$ cat config.mk
export PLATFORM = sky130hd
export DESIGN_NAME = pwm_channel
export DESIGN_NICKNAME = d
export VERILOG_FILES = /design/src/rtl/pwm_channel.sv
export SDC_FILE = /design/constraint.sdc
export NUM_CORES = 1
export LEC_CHECK = 0
export BUFFER_PORTS_ARGS = -buffer_cell sky130_fd_sc_hd__buf_2
export CORE_UTILIZATION = 50
export CTS_BUF_LIST = sky130_fd_sc_hd__clkbuf_4
export DETAILED_ROUTE_END_ITERATION = 12
export PLACE_DENSITY_LB_ADDON = 0.12
export SYNTH_ARGS = -nofsm -noshare
export SYNTH_HDL_FRONTEND = slang
export SYNTH_SLANG_ARGS = --single-unit
export TNS_END_PERCENT = 10
$ cat constraint.sdc
create_clock -name clk -period 2.4 [get_ports clk]
set_clock_uncertainty 0.2 [all_clocks]
set_input_delay 0.48 -clock clk [delete_from_list [all_inputs] [get_ports clk]]
set_output_delay 0.48 -clock clk [all_outputs]
set_load 0.02 [all_outputs]
$ cat src/rtl/pwm_channel.sv
module pwm_channel #(
  parameter int CNT_W = 16
) (
  input  logic             clk,
  input  logic             rst_n,
  input  logic             tick,
  input  logic             hi_we,
  input  logic [CNT_W-1:0] hi_wdata,
  input  logic             lo_we,
  input  logic [CNT_W-1:0] lo_wdata,
  input  logic             ctl_we,
  input  logic [2:0]       ctl_wdata,
  output logic             pin_out,
  output logic             pin_oe
);

  localparam int MODE_B = 2;
  localparam int DRV_B  = 1;
  localparam int LVL_B  = 0;

  logic [CNT_W-1:0] hi_q, lo_q, cnt_q;
  logic [2:0]       ctl_q;
  logic             phase_hi_q;
  logic [CNT_W-1:0] hi_nxt, lo_nxt;

  assign hi_nxt = hi_we ? hi_wdata : hi_q;
  assign lo_nxt = lo_we ? lo_wdata : lo_q;

  always_ff @(posedge clk) begin
    if (!rst_n) begin
      hi_q       <= '0;
      lo_q       <= '0;
      ctl_q      <= '0;
      cnt_q      <= '0;
      phase_hi_q <= 1'b0;
    end else begin
      if (hi_we) hi_q <= hi_wdata;
      if (lo_we) lo_q <= lo_wdata;
      if (ctl_we) begin
        ctl_q <= ctl_wdata;
        if (ctl_wdata[MODE_B]) begin
          phase_hi_q <= 1'b1;
          cnt_q      <= hi_nxt;
        end else begin
          phase_hi_q <= 1'b0;
          cnt_q      <= '0;
        end
      end else if (ctl_q[MODE_B] && tick) begin
        if (cnt_q == '0) begin
          phase_hi_q <= ~phase_hi_q;
          cnt_q      <= phase_hi_q ? lo_nxt : hi_nxt;
        end else begin
          cnt_q <= cnt_q - 1'b1;
        end
      end
    end
  end

  assign pin_oe  = ctl_q[MODE_B] | ctl_q[DRV_B];
  assign pin_out = ctl_q[MODE_B] ? phase_hi_q : (ctl_q[DRV_B] & ctl_q[LVL_B]);

  assert_static_drive_R2: assert property (@(posedge clk) disable iff (!rst_n)
    (ctl_we && !ctl_wdata[MODE_B] && ctl_wdata[DRV_B]) |=> (pin_oe && pin_out == $past(ctl_wdata[LVL_B])));

  assert_release_R3: assert property (@(posedge clk) disable iff (!rst_n)
    (ctl_we && !ctl_wdata[MODE_B] && !ctl_wdata[DRV_B]) |=> (!pin_oe && !pin_out));

  assert_start_high_R4: assert property (@(posedge clk) disable iff (!rst_n)
    (ctl_we && ctl_wdata[MODE_B]) |=> (pin_oe && pin_out));

  assert_boundary_toggle_R5: assert property (@(posedge clk) disable iff (!rst_n)
    (ctl_q[MODE_B] && tick && !ctl_we && cnt_q == '0) |=> (pin_out != $past(pin_out)));

  assert_hold_no_tick_R6: assert property (@(posedge clk) disable iff (!rst_n)
    (!tick && !ctl_we) |=> $stable(pin_out));

  assert_stop_clears_R8: assert property (@(posedge clk) disable iff (!rst_n)
    (ctl_we && !ctl_wdata[MODE_B]) |=> (cnt_q == '0 && !phase_hi_q));

endmodule

-- Word-level counts from Yosys, hierarchy flattened
Index checks and enable logic that the tools add are counted.
- register bits after elaboration: 52
- output and inout port bits: 2
- multiplexer cells: 12
- reduce and logical (&&, ||, !) cells: 5
- bitwise gates (word level): 3
- add/subtract/negate cells: 1
- operators with widths (operator ; number):
    $mux W16 ; 7
    $logic_not A16 Y1 ; 1
    $sub A16 B1 Y16 const B ; 1
    $mux W1 ; 5
    $reduce_bool A2 Y1 ; 2
    $reduce_and A2 Y1 ; 1
    $and A1 B1 Y1 ; 1
    $logic_and A1 B1 Y1 ; 1
    $not A1 Y1 ; 1
    $or A1 B1 Y1 ; 1

-- Longest topological paths before layout
- word-level depth: 5
- mapped depth: 8
- gate-level depth less buffers: 7

-- Worst setup path after synthesis
OpenSTA, ideal clock, no wires.
- path type: register to register
- start point: register cnt_q[0]
- end point: register cnt_q[4]
- setup time: 0.119 ns
- arrival: 1.665 ns
- path buffers: 1
- path slack: 0.416 ns
- cell stages (with the launch flop): 9
- clock period less this slack: 1.984 ns
- required time: 2.081 ns
- cells stage by stage: dfxtp_1 inv_1 ha_1 nor4b_1 and4_1 buf_2 a211oi_1 a211oi_1 o221a_2
- word-level cells in the longest chain between the ends: 4
- ends and longest elaborated chain (what ; RTL line ; source):
    from (decl) ; 21 ; logic [CNT_W-1:0] hi_q, lo_q, cnt_q;
    from (signal assigned) ; 43 ; cnt_q <= hi_nxt;
    from (signal assigned) ; 51 ; cnt_q <= phase_hi_q ? lo_nxt : hi_nxt;
    from (signal assigned) ; 53 ; cnt_q <= cnt_q - 1'b1;
    $sub A16 B1 Y16 / $logic_not A16 Y1 (equally long branches) ; 53, 49 ;
    $mux W16 * ; 49 ; if (cnt_q == '0) begin
    $mux W16 * ; 48 ; end else if (ctl_q[MODE_B] && tick) begin
    $mux W16 * ; 39 ; if (ctl_we) begin
Mark *: on every way between the ends. The rest lies on a longest branch, timed or not. The select of a mux whose other input is x is not followed.
A chain may end at the register's enable or synchronous reset.

-- Worst setup path in the final report
- start point: register cnt_q[0]
- end point: register cnt_q[1]
Same word-level chain as after synthesis.

==> results by group <==
Status
  – Outcome: finished, final reports clean

Route
  – Routed WL: ~6.6 mm
  – Drt via density: 5.57
  – Vias: around 2300
  – Post-DRT Antenna Nets: 0
  – DR WL/cell: between 15 and 20 microns
  – DRC viols: 0
  – DR iter-0 viols: ~130
  – TritonRoute pass-1 iters: 4

Yosys
  – Post-synth top area share: between 30% and 40%
  – Main synth FF type: dfxtp_1
  – Mapped cell area: approximately 2800 sq um
  – Synth cell types: 46
  – Seq/Total Area, Yosys: a little under two fifths
  – Avg Cell Area, Syn: 8.98 sq um
  – Post-synthesis cell count: 307
  – Synthesized flop and latch total: between 50 and 60
  – Post-synth top area cell: dfxtp_1
  – Top post-synthesis cells by area: dfxtp_1 (38%), mux2i_1 (16%), nor2_1 (7.1%), mux2_2 (4.5%), o21ai_0 (2.9%)
  – Most frequent cells after synthesis: dfxtp_1 (52), nor2_1 (52), mux2i_1 (44)
  – Syn nets: 350
  – Post-synth EDFFs: 0
  – Post-synth ARST share: 0%
  – Ys Warns: 0

Timing
  – RSZ-0062 raised after global routing: false
  – Setup violators final: 0
  – Worst slew pin tran: around 0.36 ns
  – Pins Over Slew Limit: 0
  – Crit path time final: 2.24 ns
  – F_max: about 450 MHz
  – Hold_ws: between 0.1 and 0.15 ns
  – Period utilisation layout: just over 90%
  – Final hold vios: 0
  – Slew headroom: 75.1%
  – Final setup TNS: 0 ns

Floorplan
  – Die H: 76.3 microns
  – Die Wd: approximately 76 microns
  – Site row count: 26
  – Initial Util: approximately 53%
  – Die Area: approximately 5800 sq um
  – Core Area: roughly 5200 sq um
  – # IOs: 43

Global routing
  – GRT overflow: 0
  – Vias in the first global route: between 2000 and 2500
  – GR Util All Layers: 23.8%
  – First-pass GRT wire length: 11.0 mm
  – Initial antenna violation count: 0
  – Largest net degree at the start of global routing: 23

Power and ir drop
  – Leakage: roughly 0.0014 uW
  – Switching Power: ~580 uW
  – Internal power: 1380 uW
  – Pwr Density: roughly 620 nW/um^2
  – Worst-case vdd ir drop: roughly 0.00036 V
  – Sw frac: roughly 30%
  – Gate power share: between 20% and 30%
  – Flop pwr share: around half
  – Clock power frac: 26.7%

Critical path
  – Crit path kind: reg -> reg
  – Slowest stage delay, CP: 0.39 ns
  – Crit-path slowest cell: dfxtp_1
  – Critical path fanouts, max: 6
  – Crit path capture type: flop
  – CP arrival: 2.38 ns
  – WP data required: roughly 2.5 ns
  – CP Cell Sequence: inv_1 -> ha_1 -> nor4b_1 -> and4_4 -> mux2_2 -> o221ai_1 -> o211a_1
  – Startpoint types: flop

Clock network
  – Worst-Skew Late Latency: roughly 0.37 ns
  – TritonCTS clock tree: done
  – Setup bufs post-CTS: 0
  – Root buf cell: clkbuf_4
  – Cts hold-fix bufs: 0
  – CTS Buf Count: 5
  – H-Tree Depth: 2
  – Clk slew on worst S/H paths: between 0.15 and 0.2 ns
  – CTS Sinks: between 50 and 60
  – Clock tree buffer depth: 2
  – Gates resized, CTS repair: 0

Placed design
  – Port bufs: 42
  – Placed Area: a little over 3000 sq um
  – GP Congestion: 0.827
  – DP Wirelength: about 5 mm

Hold path
  – Min-delay worst type: in -> reg

Job
  – Max Cap Viol: 0

Layout
  – Final layout net count: 393
  – Ratio of cells with drive above 1 in the final layout: roughly a quarter
  – Filler cell count in the final layout: ~480
  – Antenna fix cells: 0
  – Area Growth Syn to Fin: 14.9%
  – Design Area, Final: 3170 sq um
-- registers in the layout (all words and copies together), names as in the netlist --
name	flops
cnt_q	16
ctl_q	3
phase_hi_q	1
lo_q	16
hi_q	16
-- worst max-delay path: cells and delay by family (launching register included) --
kind | cells | cell delay [ns]
AND/OR/NAND/NOR | 2 | 0.58
flip-flops | 1 | 0.39
AO/OA/AOI/OAI | 2 | 0.36
multiplexers | 1 | 0.34
adder cells (fa/ha/maj) | 1 | 0.22
buffers and inverters | 1 | 0.11
-- power by group through the flow --
stage / registers (uW) / clock network [uW] / logic, uW
after floorplan: 972 / 0 / 341
after global placement: 987 / 0 / 456
after detailed placement: 988 / 0 / 463
after CTS: 970 / 532 / 465
after global routing: 979 / 565 / 513
final: 970 / 524 / 465
-- metal layers --
layer	global-route usage, %	share of wire, %	up-vias
li1	-	-	1179
met5	0	0	-
met3	2.99	3.9	13
met2	41.6	49	56
met1	29.7	45	1098
met4	8.85	2.1	0
-- final cells by class --
cell class	instances	area, sq um	share of cell area [%]
Tap cell	70	87.6	2.76
Timing Repair Buffer	57	335	10.6
Multi-Input combinational cell	230	1610	50.7
Clock buffer	6	45.0	1.42
Sequential cell	52	1040	32.8
Clock inverter	2	38.8	1.22
Inverter	4	15.0	0.474
-- worst paths after layout --
| check | start | end | slack (ns) | cells after the start |
|---|---|---|---|---|
| worst max-delay path | cnt_q[0]$_SDFFE_PN0P_ | cnt_q[1]$_SDFFE_PN0P_ | 0.16 | 7 |
| worst min-delay path | ctl_wdata[1] | ctl_q[1]$_SDFFE_PN0P_ | 0.13 | 3 |
| worst max register to register | cnt_q[0]$_SDFFE_PN0P_ | cnt_q[1]$_SDFFE_PN0P_ | 0.16 | 7 |
| worst min register to register | lo_q[0]$_SDFF_PN0_ | lo_q[0]$_SDFF_PN0_ | 0.31 | 2 |
-- cells in the final DEF (no fill, tap or decap), types with 2 or more instances in the layout --
cell type / n
o211ai_1: 10
nand2b_1: 3
inv_1: 3
xor2_1: 2
a31oi_1: 5
nor4b_1: 2
mux2_2: 11
nand2_1: 17
mux2i_1: 44
nor2_1: 52
a21oi_1: 15
or2_2: 3
o21ai_0: 16
buf_2: 42
nand4_1: 3
and2_1: 3
o211a_1: 2
dfxtp_1: 52
nand3_1: 3
xnor2_1: 8
o221a_2: 4
nor3_1: 3
clkbuf_4: 6
a211oi_1: 4
nor3_4: 2
buf_4: 14
ha_1: 2
-- cell families after synthesis --
kind of cell	count (synthesis)	synth area share, %
buffers and inverters	25	4.08
XOR/XNOR	10	3.18
multiplexers	55	20.5
adder cells (fa/ha/maj)	2	0.907
AND/OR/NAND/NOR	101	19.0
flip-flops	52	37.7
AO/OA/AOI/OAI	62	14.7
-- through the flow --
stage | instances | total power, uW | worst slack (ns) | utilization, %
floorplan | 307 | 1310 | 0.416 | -
global placement | 413 | 1440 | 0.275 | 59.2
detailed placement | 413 | 1450 | 0.186 | 59.2
CTS | 421 | 1970 | 0.120 | 60.8
global route | 421 | 2060 | 0.0127 | 60.9
finish | 421 | 1960 | 0.159 | 60.9
No activity file was read; power rests on OpenSTA's default activity.
